[config.mk]
export PLATFORM = sky130hd
export DESIGN_NAME = qisa_top
export DESIGN_NICKNAME = d
export VERILOG_FILES = /design/src/rtl/qisa_pkg.sv /design/src/rtl/qisa_sticky_bank.sv /design/src/rtl/qisa_irq_gen.sv /design/src/rtl/qisa_top.sv
export SDC_FILE = /design/constraint.sdc
export NUM_CORES = 1
export LEC_CHECK = 0
export ABC_AREA = 1
export BUFFER_PORTS_ARGS = -buffer_cell sky130_fd_sc_hd__buf_2
export CAP_MARGIN = 10
export CORE_ASPECT_RATIO = 1.25
export CORE_MARGIN = 8
export CORE_UTILIZATION = 40
export CTS_CLUSTER_DIAMETER = 30
export DETAILED_ROUTE_END_ITERATION = 7
export MAX_ROUTING_LAYER = met4
export RECOVER_POWER = 25
export SYNTH_ARGS = -nofsm -noshare
export SYNTH_HDL_FRONTEND = slang
export SYNTH_SLANG_ARGS = --single-unit
[constraint.sdc]
create_clock -name clk -period 2.3 [get_ports clk]
set_clock_uncertainty 0.05 [all_clocks]
set_input_delay 0.23 -clock clk [delete_from_list [all_inputs] [get_ports clk]]
set_output_delay 0.23 -clock clk [all_outputs]
set_load 0.05 [all_outputs]
[src/rtl/qisa_pkg.sv]
package qisa_pkg;
    localparam int HALF_W = 16;
    localparam int WORD_W = 32;
    localparam int ADDR_W = 4;
    localparam int EXC_W  = 5;

    typedef enum logic [ADDR_W-1:0] {
        A_DONE    = 4'd0,
        A_DONE_EN = 4'd1,
        A_SUMMARY = 4'd2,
        A_EXC_EN  = 4'd3,
        A_RX_ERR  = 4'd4,
        A_RX_ZLP  = 4'd5,
        A_TX_ERR  = 4'd6,
        A_ERR_EN  = 4'd7
    } reg_sel_e;

    // summary bit positions
    localparam int S_RX_CS  = 0;
    localparam int S_RX_LEN = 1;
    localparam int S_RX_ZLP = 2;
    localparam int S_TX_CS  = 3;
    localparam int S_TX_LEN = 4;

    function automatic logic [HALF_W-1:0] ep_mask(input int n);
        logic [HALF_W-1:0] m;
        for (int e = 0; e < HALF_W; e++) m[e] = (e >= 1) && (e < n);
        return m;
    endfunction
endpackage

[src/rtl/qisa_sticky_bank.sv]
module qisa_sticky_bank #(
    parameter int W = 32,
    parameter logic [W-1:0] KEEP = '1
) (
    input  logic         clk,
    input  logic         rst_n,
    input  logic [W-1:0] set_i,
    input  logic [W-1:0] clr_i,
    output logic [W-1:0] q_o
);
    logic [W-1:0] q_nx;

    // set has priority over a same-cycle clear
    always_comb q_nx = ((q_o & ~clr_i) | set_i) & KEEP;

    always_ff @(posedge clk or negedge rst_n) begin
        if (!rst_n) q_o <= '0;
        else        q_o <= q_nx;
    end
endmodule

[src/rtl/qisa_irq_gen.sv]
module qisa_irq_gen #(
    parameter int DW = 32,
    parameter int EW = 5
) (
    input  logic          clk,
    input  logic          rst_n,
    input  logic [DW-1:0] done_i,
    input  logic [DW-1:0] done_en_i,
    input  logic [EW-1:0] summ_i,
    input  logic [EW-1:0] exc_en_i,
    output logic          irq_o
);
    logic irq_nx;

    always_comb irq_nx = (|(done_i & done_en_i)) | (|(summ_i & exc_en_i));

    always_ff @(posedge clk or negedge rst_n) begin
        if (!rst_n) irq_o <= 1'b0;
        else        irq_o <= irq_nx;
    end
endmodule

[src/rtl/qisa_top.sv]
module qisa_top
    import qisa_pkg::*;
#(
    parameter int EP_COUNT = 16
) (
    input  logic                clk,
    input  logic                rst_n,
    input  logic [EP_COUNT-1:0] tx_done_i,
    input  logic [EP_COUNT-1:0] rx_done_i,
    input  logic [EP_COUNT-1:0] tx_len_err_i,
    input  logic [EP_COUNT-1:0] tx_cs_err_i,
    input  logic [EP_COUNT-1:0] rx_len_err_i,
    input  logic [EP_COUNT-1:0] rx_cs_err_i,
    input  logic [EP_COUNT-1:0] rx_zlp_err_i,
    input  logic                reg_req_i,
    input  logic                reg_we_i,
    input  logic [3:0]          reg_addr_i,
    input  logic [31:0]         reg_wdata_i,
    output logic [31:0]         reg_rdata_o,
    output logic                irq_o
);
    localparam logic [HALF_W-1:0] EPM  = ep_mask(EP_COUNT);
    localparam logic [WORD_W-1:0] DUAL = {EPM, EPM};

    logic              wr;
    logic [WORD_W-1:0] done_q, rx_err_q, tx_err_q;
    logic [HALF_W-1:0] rx_zlp_q;
    logic [WORD_W-1:0] done_en_q, err_en_q;
    logic [EXC_W-1:0]  exc_en_q, summ;
    logic [WORD_W-1:0] done_set, rx_err_set, tx_err_set;
    logic [HALF_W-1:0] rx_zlp_set;
    logic [WORD_W-1:0] done_clr, rx_err_clr, tx_err_clr;
    logic [HALF_W-1:0] rx_zlp_clr;
    logic [WORD_W-1:0] rdata_nx;

    always_comb wr = reg_req_i & reg_we_i;

    // event packing: transmit low half, receive high half; error capture gated
    always_comb begin
        done_set   = {HALF_W'(rx_done_i), HALF_W'(tx_done_i)};
        rx_err_set = {HALF_W'(rx_len_err_i) & err_en_q[HALF_W-1:0],
                      HALF_W'(rx_cs_err_i)  & err_en_q[HALF_W-1:0]};
        rx_zlp_set = HALF_W'(rx_zlp_err_i) & err_en_q[HALF_W-1:0];
        tx_err_set = {HALF_W'(tx_len_err_i) & err_en_q[WORD_W-1:HALF_W],
                      HALF_W'(tx_cs_err_i)  & err_en_q[WORD_W-1:HALF_W]};
    end

    always_comb begin
        done_clr   = (wr && reg_addr_i == A_DONE)   ? reg_wdata_i : '0;
        rx_err_clr = (wr && reg_addr_i == A_RX_ERR) ? reg_wdata_i : '0;
        rx_zlp_clr = (wr && reg_addr_i == A_RX_ZLP) ? reg_wdata_i[HALF_W-1:0] : '0;
        tx_err_clr = (wr && reg_addr_i == A_TX_ERR) ? reg_wdata_i : '0;
    end

    qisa_sticky_bank #(.W(WORD_W), .KEEP(DUAL)) u_done (
        .clk(clk), .rst_n(rst_n), .set_i(done_set), .clr_i(done_clr), .q_o(done_q));
    qisa_sticky_bank #(.W(WORD_W), .KEEP(DUAL)) u_rx_err (
        .clk(clk), .rst_n(rst_n), .set_i(rx_err_set), .clr_i(rx_err_clr), .q_o(rx_err_q));
    qisa_sticky_bank #(.W(HALF_W), .KEEP(EPM)) u_rx_zlp (
        .clk(clk), .rst_n(rst_n), .set_i(rx_zlp_set), .clr_i(rx_zlp_clr), .q_o(rx_zlp_q));
    qisa_sticky_bank #(.W(WORD_W), .KEEP(DUAL)) u_tx_err (
        .clk(clk), .rst_n(rst_n), .set_i(tx_err_set), .clr_i(tx_err_clr), .q_o(tx_err_q));

    // exception summary derived from the detail words
    always_comb begin
        summ           = '0;
        summ[S_RX_CS]  = |rx_err_q[HALF_W-1:0];
        summ[S_RX_LEN] = |rx_err_q[WORD_W-1:HALF_W];
        summ[S_RX_ZLP] = |rx_zlp_q;
        summ[S_TX_CS]  = |tx_err_q[HALF_W-1:0];
        summ[S_TX_LEN] = |tx_err_q[WORD_W-1:HALF_W];
    end

    // enable words
    always_ff @(posedge clk or negedge rst_n) begin
        if (!rst_n) begin
            done_en_q <= '0;
            exc_en_q  <= '0;
            err_en_q  <= '0;
        end else if (wr) begin
            unique case (reg_addr_i)
                A_DONE_EN: done_en_q <= reg_wdata_i;
                A_EXC_EN:  exc_en_q  <= reg_wdata_i[EXC_W-1:0];
                A_ERR_EN:  err_en_q  <= reg_wdata_i;
                default:   ;
            endcase
        end
    end

    // read mux
    always_comb begin
        unique case (reg_addr_i)
            A_DONE:    rdata_nx = done_q;
            A_DONE_EN: rdata_nx = done_en_q;
            A_SUMMARY: rdata_nx = WORD_W'(summ);
            A_EXC_EN:  rdata_nx = WORD_W'(exc_en_q);
            A_RX_ERR:  rdata_nx = rx_err_q;
            A_RX_ZLP:  rdata_nx = WORD_W'(rx_zlp_q);
            A_TX_ERR:  rdata_nx = tx_err_q;
            A_ERR_EN:  rdata_nx = err_en_q;
            default:   rdata_nx = '0;
        endcase
    end

    always_ff @(posedge clk or negedge rst_n) begin
        if (!rst_n)                      reg_rdata_o <= '0;
        else if (reg_req_i && !reg_we_i) reg_rdata_o <= rdata_nx;
    end

    qisa_irq_gen #(.DW(WORD_W), .EW(EXC_W)) u_irq (
        .clk(clk), .rst_n(rst_n),
        .done_i(done_q), .done_en_i(done_en_q),
        .summ_i(summ), .exc_en_i(exc_en_q),
        .irq_o(irq_o));
endmodule

==> results of run 1 <==
report_power, final:
part / total, mW / internal [mW] / leakage, nW / switching, mW
clock network: 6.18 / 4.22 / 0.694 / 1.97
logic: 1.84 / 0.683 / 3.79 / 1.15
registers: 4.65 / 4.18 / 2.29 / 0.469
final timing paths:
| path | from | to | slack (ns) | depth (start not counted) |
|---|---|---|---|---|
| worst min-delay path | reg_wdata_i[7] | done_en_q[7]$_DFFE_PN0P_ | 0.008 | 3 |
| worst max register to register | u_done.q_o[24]$_DFF_PN0_ | u_irq.irq_o$_DFF_PN0_ | 0.81 | 8 |
| worst min register to register | reg_rdata_o[15]$_DFFE_PN0P_ | reg_rdata_o[15]$_DFFE_PN0P_ | 0.42 | 2 |
| min in group asynchronous | rst_n | u_rx_err.q_o[7]$_DFF_PN0_ | 0.10 | 2 |
| max in group asynchronous | rst_n | u_tx_err.q_o[22]$_DFF_PN0_ | 0.91 | 3 |
| worst max-delay path | u_done.q_o[24]$_DFF_PN0_ | u_irq.irq_o$_DFF_PN0_ | 0.81 | 8 |
worst register-to-register path, delay by kind of cell (launching register included):
kind,cells,cell delay [ns]
and+or+nand+nor,8,0.91
DFF,1,0.40
metrics by stage:
step | setup slack [ns] | instance area [um2] | instances
2_1_floorplan | 1.00 | 9870 | 1320
3_3_place_gp | 0.401 | 11200 | 1808
3_5_place_dp | 0.324 | 11200 | 1808
4_1_cts | 0.786 | 13900 | 2008
5_1_grt | 0.653 | 13900 | 2009
6_report | 0.813 | 13900 | 2009
area by class of cell:
cell class	instances	share of cell area, %
timing repair buffer	332	17.4
inverter	99	2.70
clock buffer	56	8.66
sequential	207	37.2
antenna	1	0.0180
clock inverter	18	1.76
tap	330	2.97
multi-input combinational	966	29.2
state kept, by name, summed over array words and instances, names as in the netlist:
register and flops:
u_rx_err.q_o 30, exc_en_q 5, done_en_q 32, u_tx_err.q_o 30, reg_rdata_o 32, err_en_q 32
u_done.q_o 30, u_irq.irq_o 1, u_rx_zlp.q_o 15
metal layers:
metal / share of wire [%] / vias to the layer above
li1: - / 4833
met1: 41 / 4642
met2: 49 / 352
met3: 5.2 / 108
met4: 4.9 / 0
met5: 0 / -
placed cells by master (no fill, tap or decap), drive strengths merged, types with 58 or more instances in the layout:
master | synthesis | routed
dfrtp | 207 | 207
nand2 | 589 | 589
o21ai | 194 | 194
nand3 | 91 | 91
dlygate4sd3 | 0 | 126
inv | 98 | 100
nor2 | 88 | 88
buf | 28 | 204
clkbuf | 20 | 58
timing repair:
item | in CTS | in global routing
endpoints found under the hold margin | 342 | 0
endpoints found under the setup margin | 0 | 0
hold buffers | 126 | 0
gates resized for setup | 0 | 0
logic make-up (layout without fill, tap and decap cells):
| kind of cell | count (synthesis) | in the layout |
|---|---|---|
| buffers and inverters | 147 | 505 |
| and+or+nand+nor | 770 | 770 |
| DFF | 207 | 207 |
| other | 0 | 1 |
| AOI/OAI and AO/OA | 196 | 196 |
==> key figures, run 1 <==
Run status
  – Status: completed

STA
  – Fin. max-slew vios: 0
  – Fmax: ~0.67 GHz
  – Final period util: 64.6%
  – Min Tclk post-route: 1.49 ns
  – Hold Vio Cnt, Final: 0
  – Slew headroom: 40.4%
  – Setup TNS: 0 ns
  – RSZ-0062 raised after global routing: no
  – Min Hold Slack: about 0.0083 ns
  – Worst-margin pin slew: ~0.89 ns
  – Setup-failing EPs final: 0

Worst setup path
  – WP data arrival: 1.82 ns
  – CP peak stage delay: approximately 0.4 ns
  – Startpoint class of the critical path: register
  – CP dominant cell by count: nand2_1
  – Max FO, Critical Path: 3
  – CP endpoint kind: register
  – Slowest-stage cell, CP: dfrtp_1
  – WP data required: ~2.6 ns
  – Critical Path, Cell by Cell: nand2_1 -> nand2_1 -> nor2_1 -> nand2_1 -> nor2_1 -> nand2_1 -> nor2_1 -> nand2_1
  – Crit-path leading delay family: simple AND/OR/NAND/NOR gates
  – WP buf/inv: 0
  – Crit Path Category: reg2reg

Layout
  – Register area: between 0.005 and 0.006 mm2
  – Area of the multi-input gates: slightly above 0.004 mm2
  – Area Growth Syn to Fin: 40.9%
  – Fillers: between 2k and 2.5k
  – Share of cells above drive strength 1: approximately 18%
  – Fin util: 57.1%
  – Nets: ~1.8k

Yosys
  – Synth warnings: 0
  – Top-count cell post-synth: nand2_1
  – Synth async-reset ratio: 100%
  – Post-Syn Instances: about 1.3k
  – Sequential cell area fraction in the yosys report: 52.5%
  – Top FF cell, synth: dfrtp_1
  – Yosys top cell area share: around 52%
  – Synth Area in Compound Gates: approximately a tenth
  – Adder-Cell Fraction of Synth Area: 0%
  – Post-Synth XOR/XNOR Area: 0%
  – Post-Syn Nets: around 1.5k
  – Yosys cell types: 23
  – Yosys top cell by area: dfrtp_1
  – Mux contribution to synthesized area: 0%
  – Simple logic cell fraction of the synthesized area: a little under a third
  – EDFF count, synth: 0
  – Top post-synthesis cells by area: dfrtp_1 52%, nand2_1 22%, o21ai_1 5.4%
  – Mapped cell area: 0.00987 mm2
  – Synthesized area per cell: 7.48 um2
  – Post-synth top cells: 581 x nand2_1, 207 x dfrtp_1, 106 x o21ai_1, 91 x inv_1, 91 x nand3_1
  – #FFs+latches synth: roughly 210
  – Largest family of logic cells by synthesized area: simple AND/OR/NAND/NOR gates

Global route
  – GR Util met2: a little over 40%
  – Grt total ovfl: 0
  – Largest net degree at the start of global routing: between 70 and 80
  – GRT busiest layer: met2
  – Total track usage: 24.6%
  – Initial antenna violation count: 1
  – First-pass GRT wire length: 55400 um
  – Met3 usage: under 10%
  – GR Layer Usage met1: approximately 29%
  – Vias in the first global route: between 10k and 15k

Clock tree
  – CTS tree: built
  – Clock Pin Slew Worst Setup and Hold Paths: about 0.05 ns
  – Buffer depth of the longest clock path: 3
  – Clk_lat worst skew: approximately 0.53 ns
  – Root buf cell: clkbuf_16
  – CTS Sinks: 207
  – Num CTS Buffers: just over 40
  – Post-CTS setup repair buffer count: 0
  – H-tree depth: 2

Floorplan
  – Die area: about 0.03 mm2
  – DIE WIDTH: ~160 um
  – Row Count: 64
  – I/O pins: ~190
  – Initial Util: approximately two fifths
  – Die Height: roughly 190 um
  – Core Region: 0.0243 mm2

Place
  – Post-DP HPWL: ~24000 um
  – RD Place Congestion: between 0.8 and 0.9
  – Port Buffer Count: 177

Route
  – First-pass detailed-route iteration total: 5
  – Drt via density: about 4.9
  – DR DRC count: 0
  – WL per Instance: approximately 18 um
  – Detail Route Antenna Nets: 0
  – Initial DRC count: between 600 and 700
  – WL final: approximately 35000 um
  – Via count: about 9.9k

Power and ir drop
  – Pwr dens: 911 mW/mm2
  – LEAKAGE: about 6.8 nW
  – Max rail drop VDD: approximately 0.63 mV
  – Total power: ~13 mW

Hold path
  – Tightest Hold Check Type: in2reg

Flow run
  – Max cap viols: 0
Power figures use the tool's default switching activity.
==> run 2, diff against run 1 <==
Clock period 2.3 ns to 1.5 ns, I/O delays scaled along.
==> key figures, run 2 (synthesized netlist as in run 1, its figures left out) <==
Worst setup path
  – CP dominant cell by count: nand2_2
  – WP data arrival: ~1.8 ns
  – Max FO, Critical Path: 14
  – Crit Path Category: in2reg
  – R2r startpoint: u_done.q_o[15]$_DFF_PN0_
  – Slowest-stage cell, CP: dlygate4sd3_1
  – Startpoint class of the critical path: input port
  – WP data required: roughly 1.8 ns
  – CP peak stage delay: between 0.5 and 0.6 ns
  – Critical Path, Cell by Cell: buf_2 -> inv_2 -> nor2_4 -> buf_6 -> nand2_2 -> inv_4 -> nand2_2 -> buf_12 -> o21ai_1 -> nand2_1 -> dlygate4sd3_1
  – CP endpoint kind: register
  – CP Launch Point: reg_addr_i[2]

Power and ir drop
  – Power share of the combinational group: 16.7%
  – Switch Pwr: approximately 5.4 mW
  – Pwr dens: 1290 mW/mm2
  – Sw Share: 28.5%
  – Sequential Power Share: 37.6%
  – Pint: roughly 14 mW
  – Max rail drop VDD: around 0.79 mV
  – LEAKAGE: 7.07 nW
  – Clock power frac: 45.7%

Floorplan
  – DIE WIDTH: ~160 um
  – Core Region: ~0.024 mm2
  – Row Count: 64
  – I/O pins: 185
  – Initial Util: a little over 40%
  – Die Height: ~190 um
  – Die area: 0.0300 mm2

Clock tree
  – Root buf cell: clkbuf_16
  – Clock Pin Slew Worst Setup and Hold Paths: roughly 0.05 ns
  – Num CTS Buffers: 41
  – Clk_lat worst skew: 0.51 ns
  – Buffer depth of the longest clock path: 3
  – CTS Sinks: ~210
  – H-tree depth: 2
  – CTS tree: built

STA
  – Setup-failing EPs final: 0
  – Slew headroom: between 40% and 50%
  – Min Hold Slack: 0.0856 ns
  – Fmax: about 0.69 GHz
  – Hold Vio Cnt, Final: 0
  – Fin. max-slew vios: 0
  – RSZ-0062 raised after global routing: yes
  – Worst-margin pin slew: about 0.86 ns
  – Min Tclk post-route: 1.45 ns
  – Setup TNS: 0 ns
  – Final period util: a little over nine tenths

Route
  – First-pass detailed-route iteration total: 7
  – WL final: 36200 um
  – Initial DRC count: ~580
  – M1 wire length: around 15000 um
  – Detail Route Antenna Nets: 0
  – Top sig layer: met4
  – Routed wl met3: ~1900 um
  – Via count: roughly 10k
  – Met2 WL: between 15000 and 20000 um
  – DR DRC count: 0
  – WL per Instance: 17.2 um
  – Drt via density: a little under 5

Layout
  – Commonest cells after routing, fill and taps aside: 581 x nand2_1, 207 x dfrtp_1, 185 x dlygate4sd3_1
  – Register area: between 0.005 and 0.006 mm2
  – Largest regs: done_en_q: 32 flops, err_en_q: 32 flops, reg_rdata_o: 32 flops
  – Nets: 1888
  – Area of the multi-input gates: between 0.004 and 0.005 mm2
  – Area Growth Syn to Fin: 49.5%
  – Fin util: about three fifths
  – Share of cells above drive strength 1: between 10% and 20%
  – Fillers: approximately 2.3k
  – Commonest non-fill, non-tap cell in the layout: nand2_1

Run status
  – Status: completed

Flow run
  – Max cap viols: 0

Global route
  – Largest net degree at the start of global routing: 47
  – First-pass GRT wire length: around 57000 um
  – Vias in the first global route: between 10k and 15k
  – Total track usage: between 20 and 30%
  – Grt total ovfl: 0
  – Initial antenna violation count: 2

Hold path
  – Tightest Hold Check Type: in2reg
  – Hold Path Origin: reg_we_i

Place
  – Post-DP HPWL: 24500 um
  – RD Place Congestion: about 0.90
  – Port Buffer Count: around 180
==> run 2: changes by cell type in the layout (fill, tap and decap cells not counted), moves of 4 or more <==
| cell | delta |
|---|---|
| clkinv_2 | +4 |
| clkbuf_1 | +5 |
| dlygate4sd3_1 | +59 |
| buf_6 | +5 |
| clkinvlp_4 | -4 |
| buf_12 | +7 |
| buf_4 | +18 |
==> run 2: final cells by class <==
type,count,area share [%]
diodes,4,0.0678
inverters,99,2.56
repair buffers,421,22.7
clock inverters,14,0.924
multi-input cells,966,27.7
flip-flops and latches,207,35.1
clock buffers,59,8.11
well taps,330,2.80
==> run 2: power groups by stage <==
stage / sequential, mW / clock (mW) / combinational [mW]
after CTS: 7.12 / 8.79 / 3.16
after floorplan: 7.42 / 0 / 1.22
final: 7.14 / 8.68 / 3.17
after detailed placement: 7.20 / 0 / 2.61
after global placement: 7.19 / 0 / 2.57
after global routing: 7.25 / 9.08 / 3.54
==> run 2: final timing paths <==
path,end,slack (ns),cells past startpoint
worst max-delay path,u_rx_err.q_o[14]$_DFF_PN0_,0.05,11
worst min-delay path,reg_rdata_o[30]$_DFFE_PN0P_,0.09,5
worst max register to register,u_irq.irq_o$_DFF_PN0_,0.09,8
worst min register to register,reg_rdata_o[9]$_DFFE_PN0P_,0.42,2
max in group asynchronous,u_rx_err.q_o[18]$_DFF_PN0_,0.25,3
min in group asynchronous,u_rx_zlp.q_o[7]$_DFF_PN0_,0.24,2
==> run 2: metrics by stage <==
step | total power [mW] | setup slack [ns] | area [um2] | cells
2_1_floorplan | 8.64 | 0.285 | 9870 | 1320
3_3_place_gp | 9.76 | -0.00833 | 11500 | 1836
3_5_place_dp | 9.81 | -0.0388 | 11500 | 1836
4_1_cts | 19.1 | 0.0113 | 14700 | 2094
5_1_grt | 19.9 | -0.0116 | 14700 | 2098
6_report | 19.0 | 0.0504 | 14800 | 2100
==> run 2: critical path, delay by kind of cell <==
kind	cells	cell delay (ns)
buf+inv	6	1.16
compound gates	1	0.12
simple gates	4	0.34
==> run 2: what timing repair did <==
action / CTS / global route
hold endpoints to repair: 379 / 0
gates resized for setup: 0 / 13
buffers inserted: 0 / 2
hold buffers: 185 / 0
endpoints found under the setup margin: 0 / 43
==> run 2: per-layer routing <==
metal,up-vias,global-route usage (%)
met5,-,-
met4,0,13.7
met3,103,3.85
met2,355,41.1
met1,4781,29.7
li1,5006,-
==> run 3, diff against run 2 <==
Settings changed: CELL_PAD_IN_SITES_DETAIL_PLACEMENT from default to 1, CELL_PAD_IN_SITES_GLOBAL_PLACEMENT from default to 2, CORE_UTILIZATION 40 to 31, PLACE_DENSITY_LB_ADDON from default to 0.1.
==> key figures, run 3 (synthesized netlist as in run 1, its figures left out) <==
Worst setup path
  – WP data arrival: around 1.3 ns
  – CP endpoint kind: output port
  – Crit-path leading delay family: flip-flops
  – WP buf/inv: 1
  – Crit Path Category: reg2out
  – Startpoint class of the critical path: register
  – Critical Path, Cell by Cell: buf_2
  – Slowest-stage cell, CP: dfrtp_1
  – Max FO, Critical Path: 2
  – WP data required: approximately 1.3 ns
  – CP peak stage delay: around 0.4 ns

STA
  – Fin. max-slew vios: 0
  – Min setup slack post-route: 0.0418 ns
  – Worst-margin pin slew: 0.998 ns
  – Setup-failing EPs final: 0
  – Fmax: between 0.6 and 0.7 GHz
  – Min Tclk post-route: 1.46 ns
  – Hold Vio Cnt, Final: 0
  – Slew headroom: between 30% and 40%
  – Final period util: between 90% and 100%

Power and ir drop
  – Total power: ~22 mW
  – Sequential Power Share: 32.6%
  – Clock power frac: around 53%
  – Pwr dens: around 1400 mW/mm2
  – LEAKAGE: about 7.4 nW
  – Power share of the combinational group: about 14%
  – Pint: 15.9 mW
  – Sw Share: between 20% and 30%
  – Switch Pwr: 6.21 mW
  – Max rail drop VDD: a little over 1 mV

Global route
  – GRT busiest layer: met2
  – First-pass GRT wire length: between 60000 and 70000 um
  – GR Layer Usage met1: 26.0%
  – Initial antenna violation count: 1
  – Vias in the first global route: between 10k and 15k
  – Grt total ovfl: 0
  – Largest net degree at the start of global routing: 70
  – Met3 usage: 3.28%
  – GR Util met2: approximately 40%
  – Total track usage: between 20 and 25%

Hold path
  – Tightest Hold Check Type: in2reg

Clock tree
  – H-tree depth: 2
  – Num CTS Buffers: 54
  – Root buf cell: clkbuf_16
  – Clk_lat worst skew: roughly 0.57 ns
  – Clock Pin Slew Worst Setup and Hold Paths: approximately 0.040 ns
  – CTS Sinks: slightly above 200
  – Buffer depth of the longest clock path: 3
  – CTS tree: built

Route
  – WL final: 41900 um
  – Drt via density: 4.69
  – Via count: slightly above 10k
  – Initial DRC count: 563
  – First-pass detailed-route iteration total: 7
  – DR DRC count: 0
  – WL per Instance: 19.0 um
  – Detail Route Antenna Nets: 0

Layout
  – Share of cells above drive strength 1: 20.4%
  – Final design area excluding fillers: between 0.015 and 0.02 mm2
  – Commonest cells after routing, fill and taps aside: 577 x nand2_1, 207 x dfrtp_1, 179 x dlygate4sd3_1
  – Area Growth Syn to Fin: 56.4%
  – Commonest non-fill, non-tap cell in the layout: nand2_1
  – Largest regs: done_en_q: 32 flops, err_en_q: 32 flops, reg_rdata_o: 32 flops
  – Final cell count without fillers: about 2.2k
  – Fin util: between 40% and 50%
  – Nets: between 1.5k and 2k

Flow run
  – Max cap viols: 0

Place
  – DP Area: around 0.012 mm2
  – Post-DP HPWL: just under 30000 um
  – Placed cells: about 1.9k
  – RD Place Congestion: 0.800
  – Port Buffer Count: around 180
  – Worst slack at placement: -0.0694 ns

Floorplan
  – Row Count: 73
  – Initial Util: between 30% and 40%
  – Core Region: between 0.03 and 0.04 mm2
  – I/O pins: approximately 190
  – DIE WIDTH: between 150 and 200 um
  – Die Height: 216 um
  – Die area: approximately 0.038 mm2

Run status
  – Status: completed
-- run 3: changes by cell type in the layout (fill, tap and decap cells not counted), sizes merged --
cell | previous run | this run
clkinv | 10 | 17
bufinv | 2 | 6
inv | 99 | 100
diode | 4 | 1
dlygate4sd3 | 185 | 179
buf | 233 | 239
clkbuf | 62 | 78
-- run 3: worst paths after layout --
check,from,end,slack (ns),depth (start not counted)
min in group asynchronous,rst_n,done_en_q[2]$_DFFE_PN0P_,0.37,3
max reg2reg,u_rx_err.q_o[24]$_DFF_PN0_,u_irq.irq_o$_DFF_PN0_,0.08,8
min reg2reg,reg_rdata_o[16]$_DFFE_PN0P_,reg_rdata_o[16]$_DFFE_PN0P_,0.42,2
max,reg_rdata_o[11]$_DFFE_PN0P_,reg_rdata_o[11],0.04,1
min,reg_we_i,reg_rdata_o[15]$_DFFE_PN0P_,0.05,5
max in group asynchronous,rst_n,done_en_q[29]$_DFFE_PN0P_,0.26,3
-- run 3: area by class of cell --
| class | instances | area, um2 |
|---|---|---|
| fillers | 3866 | 16200 |
| clock buffers | 74 | 1560 |
| multi-input cells | 966 | 4100 |
| inverters | 99 | 375 |
| well taps | 412 | 515 |
| repair buffers | 422 | 3390 |
| flip-flops and latches | 207 | 5180 |
| clock inverters | 26 | 315 |
| diodes | 1 | 2.50 |
-- run 3: layer usage --
layer | wire (um) | share of wire [%]
met2 | 21600 | 52
met3 | 1510 | 3.6
met1 | 17100 | 41
met5 | 0 | 0
met4 | 1660 | 4.0
-- run 3: power by group through the flow --
stage	Clock, mW	Combinational (mW)	Sequential (mW)
5_1_grt	12.2	3.59	7.33
3_3_place_gp	0	2.67	7.26
2_1_floorplan	0	1.22	7.42
3_5_place_dp	0	2.74	7.27
6_report	11.7	3.21	7.21
4_1_cts	11.9	3.24	7.21
-- run 3: repair_timing --
action,in CTS,in global routing
hold endpoints to repair,381,0
buffers inserted,0,5
gates resized for setup,1,16
hold buffers,179,0
pin swaps,0,1
endpoints found under the setup margin,1,30
-- run 3: through the flow --
step	setup TNS, ns	hold slack, ns
after floorplan	0	-0.196
after CTS	0	0.0305
after detailed placement	-1.88	-0.0685
after global routing	-0.00902	0.0721
after global placement	-1.41	-0.0662
final	0	0.0506
